==> config.mk <==
export PLATFORM = sky130hd
export DESIGN_NAME = dsp_agen
export DESIGN_NICKNAME = d
export VERILOG_FILES = /design/src/rtl/agen_pkg.sv /design/src/rtl/agen_step.sv /design/src/rtl/agen_regfile.sv /design/src/rtl/dsp_agen.sv
export SDC_FILE = /design/constraint.sdc
export NUM_CORES = 1
export LEC_CHECK = 0
export ABC_AREA = 1
export BUFFER_PORTS_ARGS = -buffer_cell sky130_fd_sc_hd__buf_2
export CORE_ASPECT_RATIO = 1.25
export CORE_MARGIN = 3
export CORE_UTILIZATION = 60
export DETAILED_ROUTE_END_ITERATION = 6
export PLACE_DENSITY = 0.85
export REMOVE_ABC_BUFFERS = 1
export SLEW_MARGIN = 10
export SYNTH_ARGS = -nofsm -noshare
export SYNTH_HDL_FRONTEND = slang
export SYNTH_SLANG_ARGS = --single-unit
==> constraint.sdc <==
create_clock -name clk -period 7.8 [get_ports clk]
set_input_delay 0.78 -clock clk [delete_from_list [all_inputs] [get_ports clk]]
set_output_delay 0.78 -clock clk [all_outputs]
set_load 0.1 [all_outputs]
==> src/rtl/agen_pkg.sv <==
package agen_pkg;
    typedef enum logic [2:0] {
        UPD_NONE  = 3'd0,
        UPD_INC   = 3'd1,
        UPD_DEC   = 3'd2,
        UPD_ADD0  = 3'd3,
        UPD_SUB0  = 3'd4,
        UPD_RADD0 = 3'd5,
        UPD_RSUB0 = 3'd6,
        UPD_RSVD  = 3'd7
    } upd_code_t;
endpackage

==> src/rtl/agen_step.sv <==
module agen_step
    import agen_pkg::*;
#(
    parameter int AW = 16
) (
    input  logic [AW-1:0] cur,
    input  logic [AW-1:0] idx,
    input  upd_code_t     code,
    output logic [AW-1:0] nxt
);
    function automatic logic [AW-1:0] mirror(input logic [AW-1:0] v);
        logic [AW-1:0] r;
        for (int b = 0; b < AW; b++) r[b] = v[AW-1-b];
        return r;
    endfunction

    logic [AW-1:0] cur_m, idx_m, radd, rsub;

    // reverse-carry: mirror both operands, plain add/sub, mirror back
    always_comb begin
        cur_m = mirror(cur);
        idx_m = mirror(idx);
        radd  = mirror(cur_m + idx_m);
        rsub  = mirror(cur_m - idx_m);
    end

    always_comb begin
        unique case (code)
            UPD_INC:   nxt = cur + 1'b1;
            UPD_DEC:   nxt = cur - 1'b1;
            UPD_ADD0:  nxt = cur + idx;
            UPD_SUB0:  nxt = cur - idx;
            UPD_RADD0: nxt = radd;
            UPD_RSUB0: nxt = rsub;
            UPD_NONE,
            UPD_RSVD:  nxt = cur;
            default:   nxt = cur;
        endcase
    end
endmodule

==> src/rtl/agen_regfile.sv <==
module agen_regfile #(
    parameter int AW  = 16,
    parameter int NAR = 8,
    localparam int SW = $clog2(NAR)
) (
    input  logic              clk,
    input  logic              rst_n,
    input  logic              wr_en,
    input  logic [SW-1:0]     wr_sel,
    input  logic [AW-1:0]     wr_data,
    input  logic              upd_en,
    input  logic [SW-1:0]     upd_sel,
    input  logic [AW-1:0]     upd_data,
    output logic [NAR*AW-1:0] regs_flat
);
    genvar gi;
    generate
        for (gi = 0; gi < NAR; gi++) begin : g_reg
            logic [AW-1:0] val_q;
            always_ff @(posedge clk or negedge rst_n) begin
                if (!rst_n)
                    val_q <= '0;
                else if (wr_en && wr_sel == SW'(gi))      // write beats update
                    val_q <= wr_data;
                else if (upd_en && upd_sel == SW'(gi))
                    val_q <= upd_data;
            end
            assign regs_flat[gi*AW +: AW] = val_q;
        end
    endgenerate
endmodule

==> src/rtl/dsp_agen.sv <==
module dsp_agen
    import agen_pkg::*;
#(
    parameter int AW  = 16,
    parameter int PW  = 9,
    parameter int NAR = 8,
    localparam int OW = AW - PW,
    localparam int SW = $clog2(NAR)
) (
    input  logic              clk,
    input  logic              rst_n,
    input  logic              acc_valid,
    input  logic              acc_indirect,
    input  logic [OW-1:0]     acc_offset,
    input  logic [2:0]        acc_upd,
    input  logic              acc_ptr_load,
    input  logic [SW-1:0]     acc_ptr_new,
    input  logic              page_we,
    input  logic [PW-1:0]     page_din,
    input  logic              ar_we,
    input  logic [SW-1:0]     ar_wsel,
    input  logic [AW-1:0]     ar_wdata,
    output logic [AW-1:0]     eff_addr,
    output logic [NAR*AW-1:0] ar_state,
    output logic [SW-1:0]     arp_q,
    output logic [PW-1:0]     page_q
);
    logic [AW-1:0] ar_v [NAR];
    logic [AW-1:0] cur_ar, upd_val;
    logic          upd_en;

    genvar gi;
    generate
        for (gi = 0; gi < NAR; gi++) begin : g_view
            assign ar_v[gi] = ar_state[gi*AW +: AW];
        end
    endgenerate

    assign cur_ar = ar_v[arp_q];
    assign upd_en = acc_valid & acc_indirect;

    agen_step #(.AW(AW)) u_step (
        .cur  (cur_ar),
        .idx  (ar_v[0]),
        .code (upd_code_t'(acc_upd)),
        .nxt  (upd_val)
    );

    agen_regfile #(.AW(AW), .NAR(NAR)) u_regs (
        .clk       (clk),
        .rst_n     (rst_n),
        .wr_en     (ar_we),
        .wr_sel    (ar_wsel),
        .wr_data   (ar_wdata),
        .upd_en    (upd_en),
        .upd_sel   (arp_q),
        .upd_data  (upd_val),
        .regs_flat (ar_state)
    );

    // state registers: page and pointer
    always_ff @(posedge clk or negedge rst_n) begin
        if (!rst_n) begin
            page_q <= '0;
            arp_q  <= '0;
        end else begin
            if (page_we)
                page_q <= page_din;
            if (upd_en && acc_ptr_load)
                arp_q <= acc_ptr_new;
        end
    end

    // output: address from pre-edge state
    always_comb begin
        if (acc_indirect)
            eff_addr = cur_ar;
        else
            eff_addr = {page_q, acc_offset};
    end
endmodule

==> impl_metrics.py, run 1 <==
metrics = {
    "timing": {
        "setup_viol": 0,
        "fmax_mhz": 215.0,
        "clock_skew_ps": 12.83,
        "drv_slew": 0,
        "hold_viol_final": 0,
        "fin_crit_ps": 4652,
        "max_slew.worst_pin.slew_ps": 1256,
        "timing.final.crit_share": 0.5964,
        "rsz0062_at_grt": "no",
        "setup_tns_ps": 0,
        "maxSlewHeadroom": 0.1599,
    },
    "cts": {
        "htree_levels": 4,
        "clk_latency_ps": 440,
        "cts.clk_slew.worst_paths_ps": 70,
        "numCtsBuffers": 17,
        "post_cts_buffers": 0,
        "cts_tree": "done",
        "cts-root-buf": "clkbuf_16",
        "cts-resized-gates": 0,
        "cts.path.max_buffers": 2,
        "holdBufCountCts": 0,
        "cts_num_sinks": 140,
    },
    "worst_setup_path": {
        "cp.arrival_ps": 4960,
        "criticalPathCategory": "reg -> reg",
        "path_max_fanout": 19,
        "cp_data_required_time_ps": 8110,
        "end_kind": "flip-flop",
        "startpoint_type": "flip-flop",
    },
    "synth": {
        "synth_cell_types": 48,
        "synth_cells": 1761,
        "synth-edff-count": 0,
        "yosys_register_bits": 140,
        "synth_area_leaders": "dfrtp_1 (31%), nand2_1 (16%), inv_1 (9.8%)",
        "synth_common_cells": "nand2_1 (491), inv_1 (294), nand3_1 (211), dfrtp_1 (140), o21ai_0 (115)",
        "synth_sequential_area_ratio": 0.3098,
        "syn_area_sq_um": 11310,
        "yosysMostFrequentCell": "nand2_1",
        "synthArstFlopShare": 1.000,
        "ys.flop_type": "dfrtp_1",
        "synth_warnings": 0,
        "syn_avg_cell_area_sq_um": 6.421,
        "yosys.area.top_type": "dfrtp_1",
        "synth_top_cell_area_share": 0.3098,
    },
    "layout": {
        "fillers": 1549,
        "drive_gt1_frac": 0.1479,
        "fin_util": 0.7113,
        "nNetsFinal": 2025,
        "syn_to_final_growth_pct": 15.16,
        "diodes": 0,
    },
    "routing": {
        "vias": 13750,
        "post-route-drc-count": 0,
        "ant_nets": 0,
        "drtIter0Drc": 2051,
        "wl_per_cell_um": 21.70,
        "first_pass_iters": 7,
        "wl_um": 47070,
        "viasPerCell": 6.337,
    },
    "placed_design": {
        "routabilityCongestion": 1.117,
        "port_buffers": 203,
        "hpwl_um": 35410,
    },
    "status": {
        "status": "complete, no violations",
    },
    "die": {
        "io_pins": 204,
        "dieArea_sq_um": 20540,
        "initial_utilization": 0.6177,
        "die_y_um": 159.5,
        "coreArea_sq_um": 18310,
        "die_width_um": 128.8,
        "core.rowCount": 55,
    },
    "grt": {
        "antenna_found_initial": 1,
        "grt_max_degree": 75,
        "globalRouteTotalUtil": 0.4500,
        "grt_first_pass_wirelength_um": 72350,
        "grt_pass1_vias": 13340,
        "grt.overflow.total": 0,
    },
    "flow_run": {
        "max-cap-violations": 0,
    },
    "worst_hold_path": {
        "hold_class": "in -> async",
    },
}
-- registers in the layout, indices dropped and copies added (netlist names) --
register and cells:
arp_q 3, page_q 9, u_regs.g.val_q 128
-- worst max-delay path, cell delays in order, from the launching register on --
cell and delay, ps:
dfrtp_1 540, nand2_2 380, inv_2 300, a22oi_1 260
nand2_1 110, o21ai_1 490, inv_2 160, ha_1 400
inv_1 160, nand2_1 70, o21ai_0 430, nand2_1 180
nand2_1 180, nand2_1 120, nand3_1 90, nand2_1 50
nand3_1 80, nand3_2 230, nand3_1 200, nand2_1 80
-- layer usage --
layer / global-route usage / wire length [um] / vias up
li1: - / - / 6047
met1: 0.5238 / 15480 / 6238
met2: 0.7389 / 21890 / 1143
met3: 0.09262 / 5476 / 315
met4: 0.2975 / 4203 / 2
met5: 0 / 16 / -
-- through the flow --
stage / setup slack (ps) / instance area, sq um / hold WS, ps / std cells
2_1_floorplan: 2774 / 11030 / 484.4 / 1699
3_3_place_gp: 3487 / 12390 / 512.2 / 2137
3_5_place_dp: 3458 / 12390 / 527.5 / 2137
4_1_cts: 3392 / 13020 / 392.7 / 2169
5_1_grt: 2997 / 13020 / 417.6 / 2169
6_report: 3148 / 13020 / 362.0 / 2169
-- path summary, 6_finish.rpt --
check	start	end	slack, ps	depth (start not counted)
worst max-delay path	arp_q[0]	u_regs.g_reg[2].val_q[1]	3150	19
worst min-delay path	rst_n	u_regs.g_reg[3].val_q[5]	360	1
worst max register to register	arp_q[0]	u_regs.g_reg[2].val_q[1]	3150	19
worst min register to register	page_q[1]	page_q[1]	540	2
max in group asynchronous	rst_n	u_regs.g_reg[0].val_q[8]	5990	2
min in group clk	page_q[1]	page_q[1]	540	2
-- cells by family (layout without fill, tap and decap cells) --
group,count (synthesis),count (layout),synth area share
AOI/OAI and AO/OA,319,319,0.1639
xor gates and xnor gates,6,6,0.004648
adders and majority gates,49,49,0.05621
buffers and inverters,366,546,0.1253
DFF,140,140,0.3098
muxes,3,3,0.002988
and+or+nand+nor,878,878,0.3372
-- placed cells by master, fill, tap and decap left out, drive strengths merged --
| master | Yosys | layout |
|---|---|---|
| a211o | 2 | 2 |
| a211oi | 2 | 2 |
| a21o | 6 | 6 |
| a21oi | 67 | 67 |
| a221oi | 1 | 1 |
| a22oi | 25 | 25 |
| a311oi | 1 | 1 |
| a31oi | 5 | 5 |
| and2 | 10 | 10 |
| and3 | 1 | 1 |
| buf | 28 | 210 |
| bufinv | 0 | 2 |
| clkbuf | 34 | 17 |
| clkinv | 4 | 10 |
| dfrtp | 140 | 140 |
| fa | 3 | 3 |
| ha | 46 | 46 |
| inv | 300 | 307 |
| mux2 | 3 | 3 |
| nand2 | 499 | 499 |
| nand3 | 216 | 216 |
| nand3b | 3 | 3 |
| nand4 | 13 | 13 |
| nor2 | 120 | 120 |
| nor3 | 8 | 8 |
| nor4 | 5 | 5 |
| o211ai | 6 | 6 |
| o21a | 1 | 1 |
| o21ai | 119 | 119 |
| o21bai | 10 | 10 |
| o221ai | 1 | 1 |
| o22ai | 73 | 73 |
| or2 | 3 | 3 |
| xor2 | 6 | 6 |
-- area by class of cell --
| type | instances | area, sq um | share of cell area |
|---|---|---|---|
| Clock buffer | 17 | 425.4 | 0.03267 |
| Multi-Input combinational cell | 1255 | 6387 | 0.4905 |
| Timing Repair Buffer | 210 | 1075 | 0.08254 |
| Tap cell | 228 | 285.3 | 0.02191 |
| Clock inverter | 15 | 203.9 | 0.01566 |
| Inverter | 304 | 1141 | 0.08763 |
| Sequential cell | 140 | 3503 | 0.2691 |
Power of run 1 is left out: the tool's default activity adds up to more than one toggle a clock period on the data nets, which glitch-free logic cannot reach.
==> run 2: changes to the inputs <==
Settings changed: CORE_UTILIZATION 60 to 52, PLACE_DENSITY 0.85 to 0.78.
Clock period 7.8 ns to 4.16 ns, I/O delays scaled along.
==> run 2 against run 1 <==
Compared with the run above:
- register-to-register slack worse by 2900 ps
- count of clock-buffer cells in the layout is 1 higher
- non-clock buffer count is 21 higher
- the flow now finishes with violations (design-rule violations)
- highest routed layer is now met4
- critical path depth is 1 lower
- sequential cell count stayed put
- worst setup slack worse by 2900 ps
- maximum frequency is 20% higher
- clock skew hardly changed
- core utilization is 8.6 points lower
- sequential share of layout area is 0.35 points lower
- hold slack worse by 350 ps
- final area is 1.3% higher
- largest cell class unchanged
==> impl_metrics.py, run 2 (synthesis gave the netlist of run 1 again) <==
metrics = {
    "timing": {
        "max_slew.worst_pin.slew_ps": 968.8,
        "drv_slew": 0,
        "setup_viol": 0,
        "maxSlewHeadroom": 0.3534,
        "rsz0062_at_grt": "no",
        "hold_viol_final": 0,
        "timing.final.crit_share": 0.9324,
        "clock_skew_ps": 13.13,
        "fin_crit_ps": 3879,
        "whs_ps": 7.753,
        "fmax_mhz": 257.8,
    },
    "cts": {
        "post_cts_buffers": 0,
        "cts_tree": "done",
        "cts_num_sinks": 140,
        "numCtsBuffers": 17,
        "cts.path.max_buffers": 2,
        "htree_levels": 4,
        "cts-root-buf": "clkbuf_16",
        "clk_latency_ps": 430,
        "cts.clk_slew.worst_paths_ps": 70,
        "holdBufCountCts": 0,
    },
    "grt": {
        "globalRouteTotalUtil": 0.3829,
        "grt_max_degree": 80,
        "grt_first_pass_wirelength_um": 69060,
        "antenna_found_initial": 0,
        "grt.overflow.total": 0,
        "grt_pass1_vias": 12580,
    },
    "die": {
        "initial_utilization": 0.5356,
        "die_width_um": 137.9,
        "core.rowCount": 59,
        "coreArea_sq_um": 21110,
        "io_pins": 204,
        "dieArea_sq_um": 23560,
        "die_y_um": 170.9,
    },
    "worst_setup_path": {
        "cp-startpoint": "arp_q[1]",
        "path_cells": "inv_2 > nor2_4 > a21oi_1 > nand3_1 > nand2_1 > ha_1 > fa_1 > inv_1 > nand3_1 > nand2_1 > nand2_1 > nand2_1 > a21oi_1 > or2_2 > nand3_1 > nand3_2 > nand2_1 > nand2_1",
        "reg2reg_depth": 18,
        "cp_slowest_cell": "nor2_4",
        "reg2reg_from": "arp_q[1]",
        "path_delay_family": "simple AND/OR/NAND/NOR gates",
        "path_common_cell": "nand2_1",
        "crit_cells": 18,
        "startpoint_type": "flip-flop",
        "end_kind": "flip-flop",
        "path_buf_inv": 2,
        "r2r_slack_ps": 280,
        "criticalPathCategory": "reg -> reg",
        "path_max_fanout": 18,
        "cp.arrival_ps": 4190,
        "cp_data_required_time_ps": 4470,
        "crit_path_max_incr_delay_ps": 480,
    },
    "layout": {
        "diodes": 0,
        "nNetsFinal": 2046,
        "syn_to_final_growth_pct": 16.70,
        "final_cell_mix": "nand2_1 (491), inv_1 (294), nand3_1 (211)",
        "layout_commonest_cell": "nand2_1",
        "fin_util": 0.6250,
        "top_register": "u_regs.g.val_q",
        "drive_gt1_frac": 0.1570,
        "largest_register_ffs": 128,
        "top_regs": "u_regs.g.val_q: 128 flops, page_q: 9 flops, arp_q: 3 flops",
    },
    "placed_design": {
        "hpwl_um": 35130,
        "routabilityCongestion": 1.015,
        "port_buffers": 203,
    },
    "routing": {
        "post-route-drc-count": 3,
        "drtIter0Drc": 1492,
        "viasPerCell": 5.980,
        "wl_um": 45510,
        "first_pass_iters": 7,
        "ant_nets": 0,
        "vias": 13370,
        "wl_per_cell_um": 20.35,
    },
    "status": {
        "violations": "design-rule violations",
        "status": "finished, violations left",
    },
    "worst_hold_path": {
        "hold_class": "in -> async",
    },
    "flow_run": {
        "max-cap-violations": 0,
    },
}
## run 2: cell count changes in the layout (fill, tap and decap cells not counted), sizes merged
| cell | previous run | this run |
|---|---|---|
| clkbuf | 17 | 18 |
| inv | 307 | 309 |
| clkinv | 10 | 5 |
| buf | 210 | 231 |
| clkinvlp | 0 | 3 |
| bufinv | 2 | 1 |
## run 2: cell type report
cell class / count / area (sq um)
flip-flops and latches: 140 / 3503
well taps: 274 / 342.8
multi-input cells: 1255 / 6399
inverters: 304 / 1141
fillers: 2040 / 7918
clock buffers: 18 / 429.2
clock inverters: 14 / 147.6
repair buffers: 231 / 1232
## run 2: worst reg2reg max path: stages (launching register included)
cell and delay, ps:
dfrtp_1 460, inv_2 130, nor2_4 490, a21oi_1 230, nand3_1 140, nand2_1 130
ha_1 250, fa_1 400, inv_1 100, nand3_1 90, nand2_1 130, nand2_1 80
nand2_1 160, a21oi_1 130, or2_2 290, nand3_1 80, nand3_2 260, nand2_1 140
nand2_1 60
## run 2: path summary, 6_finish.rpt
check                                            end
max reg2reg                 u_regs.g_reg[1].val_q[5]
min                        u_regs.g_reg[5].val_q[14]
max in group asynchronous   u_regs.g_reg[0].val_q[0]
max                         u_regs.g_reg[1].val_q[5]
min in group clk                           page_q[6]
min reg2reg                                page_q[3]
## run 2: metrics by stage
stage	std cells	worst slack [ps]	area (sq um)	TNS (ps)
detailed placement	2204	341.1	12610	0
floorplan	1699	-501.7	11030	-2213
CTS	2236	293.8	13180	0
global placement	2204	473.8	12610	0
global route	2236	58.43	13200	0
finish	2236	281.1	13200	0
## run 2: repair_timing
item | in CTS | in global routing
setup endpoints to repair | 0 | 17
endpoints found under the hold margin | 0 | 0
gates resized for setup | 0 | 2
## run 2: per-layer routing
layer / global-route usage / share of wire / vias up / routed length, um
li1: - / - / 6102 / -
met5: 0 / 0 / - / 0
met4: 0.2192 / 0.063 / 0 / 2884
met1: 0.4613 / 0.36 / 6157 / 16220
met3: 0.05941 / 0.095 / 191 / 4318
met2: 0.6468 / 0.49 / 922 / 22090
Power of run 2 is left out for the same reason.
==> run 3: changes to the inputs <==
--- a/config.mk
+++ b/config.mk
@@ -11,5 +11,5 @@
 export CORE_MARGIN = 3
-export CORE_UTILIZATION = 52
+export CORE_UTILIZATION = 58
 export DETAILED_ROUTE_END_ITERATION = 6
-export PLACE_DENSITY = 0.78
+export PLACE_DENSITY = 0.83
 export REMOVE_ABC_BUFFERS = 1
==> constraint.sdc (replaced) <==
create_clock -name clk -period 4.13 [get_ports clk]
set_input_delay 0.413 -clock clk [delete_from_list [all_inputs] [get_ports clk]]
set_output_delay 0.413 -clock clk [all_outputs]
set_load 0.005 [all_outputs]
==> run 3 against run 2 <==
Compared with the run above:
- the run ends with design-rule violations, negative hold slack left
- first-iteration DRC count increased by 11%
- hold slack got worse by 28 ps
- final cell count decreased by 0.18%
- non-clock buffer count increased by 9
- global-route usage increased by 4.0 points
- die area decreased by 9.9%
- critical path depth increased by 3
- routed wire length decreased by 0.85%
- core utilization increased by 7.3 points
- clock skew increased by 0.60 ps
- worst setup slack got worse by 100 ps
- critical endpoint is now u_regs.g_reg[3].val_q[4]
- largest cell class unchanged
==> impl_metrics.py, run 3 (synthesis gave the netlist of run 1 again) <==
metrics = {
    "status": {
        "status": "finished, violations left",
        "violations": "design-rule violations, negative hold slack",
    },
    "layout": {
        "layout_commonest_cell": "nand2_1",
        "final_area_sq_um": 13250,
        "final_cell_mix": "nand2_1 (490), inv_1 (294), nand3_1 (211)",
        "drive_gt1_frac": 0.1618,
        "nNetsFinal": 2055,
        "largest_register_ffs": 128,
        "top_regs": "u_regs.g.val_q: 128 flops, page_q: 9 flops, arp_q: 3 flops",
        "top_register": "u_regs.g.val_q",
        "syn_to_final_growth_pct": 17.15,
        "diodes": 0,
        "fin_cells": 2232,
    },
    "power": {
        "p_total_w": 0.009181,
        "power_leakage_nw": 7.375,
        "p_int_w": 0.004515,
        "p_switching_w": 0.004666,
        "combPwrFrac": 0.578,
        "clockPowerShare": 0.167,
        "vdd_drop_max_mv": 0.3684,
        "pwr-share-seq": 0.255,
        "swShare": 0.5083,
        "p_per_area_nw_per_um2": 693.1,
    },
    "flow_run": {
        "max-cap-violations": 0,
    },
    "cts": {
        "holdBufCountCts": 0,
        "cts.clk_slew.worst_paths_ps": 70,
        "cts.path.max_buffers": 2,
        "clk_latency_ps": 430,
        "numCtsBuffers": 17,
        "cts_tree": "done",
        "cts-root-buf": "clkbuf_16",
        "htree_levels": 4,
        "cts_num_sinks": 140,
    },
    "placed_design": {
        "routabilityCongestion": 1.062,
        "post_dp_cell_area_sq_um": 12650,
        "port_buffers": 203,
        "dpl.cell_count": 2199,
        "hpwl_um": 34340,
    },
    "grt": {
        "met1_usage": 0.5008,
        "grt.overflow.total": 0,
        "grt_pass1_vias": 13210,
        "gr-usage-met3": 0.08158,
        "grt_max_degree": 69,
        "antenna_found_initial": 0,
        "busiest_layer": "met2",
        "use_met2": 0.6746,
        "grt_first_pass_wirelength_um": 69810,
        "globalRouteTotalUtil": 0.4232,
    },
    "routing": {
        "drtIter0Drc": 1649,
        "wl_per_cell_um": 20.22,
        "post-route-drc-count": 4,
        "vias": 13700,
        "wl_um": 45120,
        "ant_nets": 0,
        "first_pass_iters": 7,
        "viasPerCell": 6.138,
    },
    "timing": {
        "clock_skew_ps": 13.74,
        "maxSlewHeadroom": 0.4026,
        "setup_viol": 0,
        "rsz0062_at_grt": "no",
        "timing.final.crit_share": 0.9570,
        "fin_crit_ps": 3953,
        "fmax_mhz": 253.0,
        "setup_tns_ps": 0,
        "hold_viol_final": 20,
        "drv_slew": 0,
        "max_slew.worst_pin.slew_ps": 895.2,
        "whs_ps": -20.73,
    },
    "worst_setup_path": {
        "cp.arrival_ps": 4260,
        "cp_data_required_time_ps": 4440,
        "reg2reg_from": "arp_q[0]",
        "cp_slowest_cell": "dfrtp_2",
        "end_kind": "flip-flop",
        "crit_path_max_incr_delay_ps": 500,
        "path_common_cell": "nand2_1",
        "startpoint_type": "flip-flop",
        "cp-startpoint": "arp_q[0]",
        "path_max_fanout": 11,
        "criticalPathCategory": "reg -> reg",
        "path_cells": "inv_1 > nand2_2 > buf_4 > o22ai_1 > a21oi_1 > nand2_1 > and2_1 > ha_1 > inv_1 > nand2_1 > nand2_1 > nand2_1 > and2_1 > nand2_1 > nand2_1 > nand2_1 > nand2_1 > nand3_1 > nand4_2 > nand2_1 > nand2_1",
    },
    "worst_hold_path": {
        "hold_class": "in -> async",
    },
    "die": {
        "io_pins": 204,
        "die_width_um": 130.9,
        "die_y_um": 162.1,
        "coreArea_sq_um": 18990,
        "core.rowCount": 56,
        "dieArea_sq_um": 21220,
        "initial_utilization": 0.5955,
    },
}
run 3: cell count changes in the layout (fill, tap and decap cells not counted), sizes merged:
cell / delta
buf: +9
clkinv: +3
clkinvlp: -1
inv: -2
run 3: area by class of cell:
| cell class | count | area (sq um) |
|---|---|---|
| clock inverters | 14 | 151.4 |
| clock buffers | 18 | 429.2 |
| flip-flops and latches | 140 | 3505 |
| repair buffers | 240 | 1300 |
| inverters | 304 | 1144 |
| multi-input cells | 1255 | 6391 |
| fillers | 1659 | 5742 |
| well taps | 261 | 326.6 |
run 3: worst paths after layout:
kind / slack (ps) / end / depth (start not counted)
setup / recovery: 180 / u_regs.g_reg[3].val_q[4] / 21
hold / removal: -20 / u_regs.g_reg[6].val_q[2] / 1
setup reg to reg: 180 / u_regs.g_reg[3].val_q[4] / 21
hold reg to reg: 540 / page_q[8] / 1
max in group asynchronous: 3140 / u_regs.g_reg[0].val_q[11] / 2
min in group clk: 190 / page_q[3] / 3
run 3: through the flow:
step                  util  hold slack [ps]  setup slack [ps]
finish              0.6976           -20.73             177.4
global placement    0.6662            456.2             185.6
detailed placement  0.6662            453.2             90.83
global route        0.6976            31.95             5.613
floorplan                -            117.4             938.3
CTS                 0.6968            3.592             75.85
run 3: layer usage:
metal  vias up  wire [um]
li1       6123          -
met1      6224      15280
met2      1048      20770
met3       304       4991
met4         0       4073
met5         -          0
run 3: critical path, delay by kind of cell (launching register included):
family | cells | cell delay [ps]
compound gates | 2 | 210
flops | 1 | 500
simple gates | 15 | 2170
buf+inv | 3 | 560
fa+ha+maj | 1 | 380
run 3: what timing repair did:
item                                    4_1_cts  5_1_grt
buffers inserted                              0        1
resized for setup                             0        5
endpoints found under the setup margin        0      112
run 3: power by group through the flow:
stage	registers [W]	logic [W]	clock network [W]
finish	0.00234	0.00531	0.00153
global route	0.00238	0.00579	0.00158
CTS	0.00231	0.00513	0.00153
detailed placement	0.00233	0.00509	0
global placement	0.00233	0.00499	0
floorplan	0.00224	0.00316	0
No activity file was read; power rests on OpenSTA's default activity.
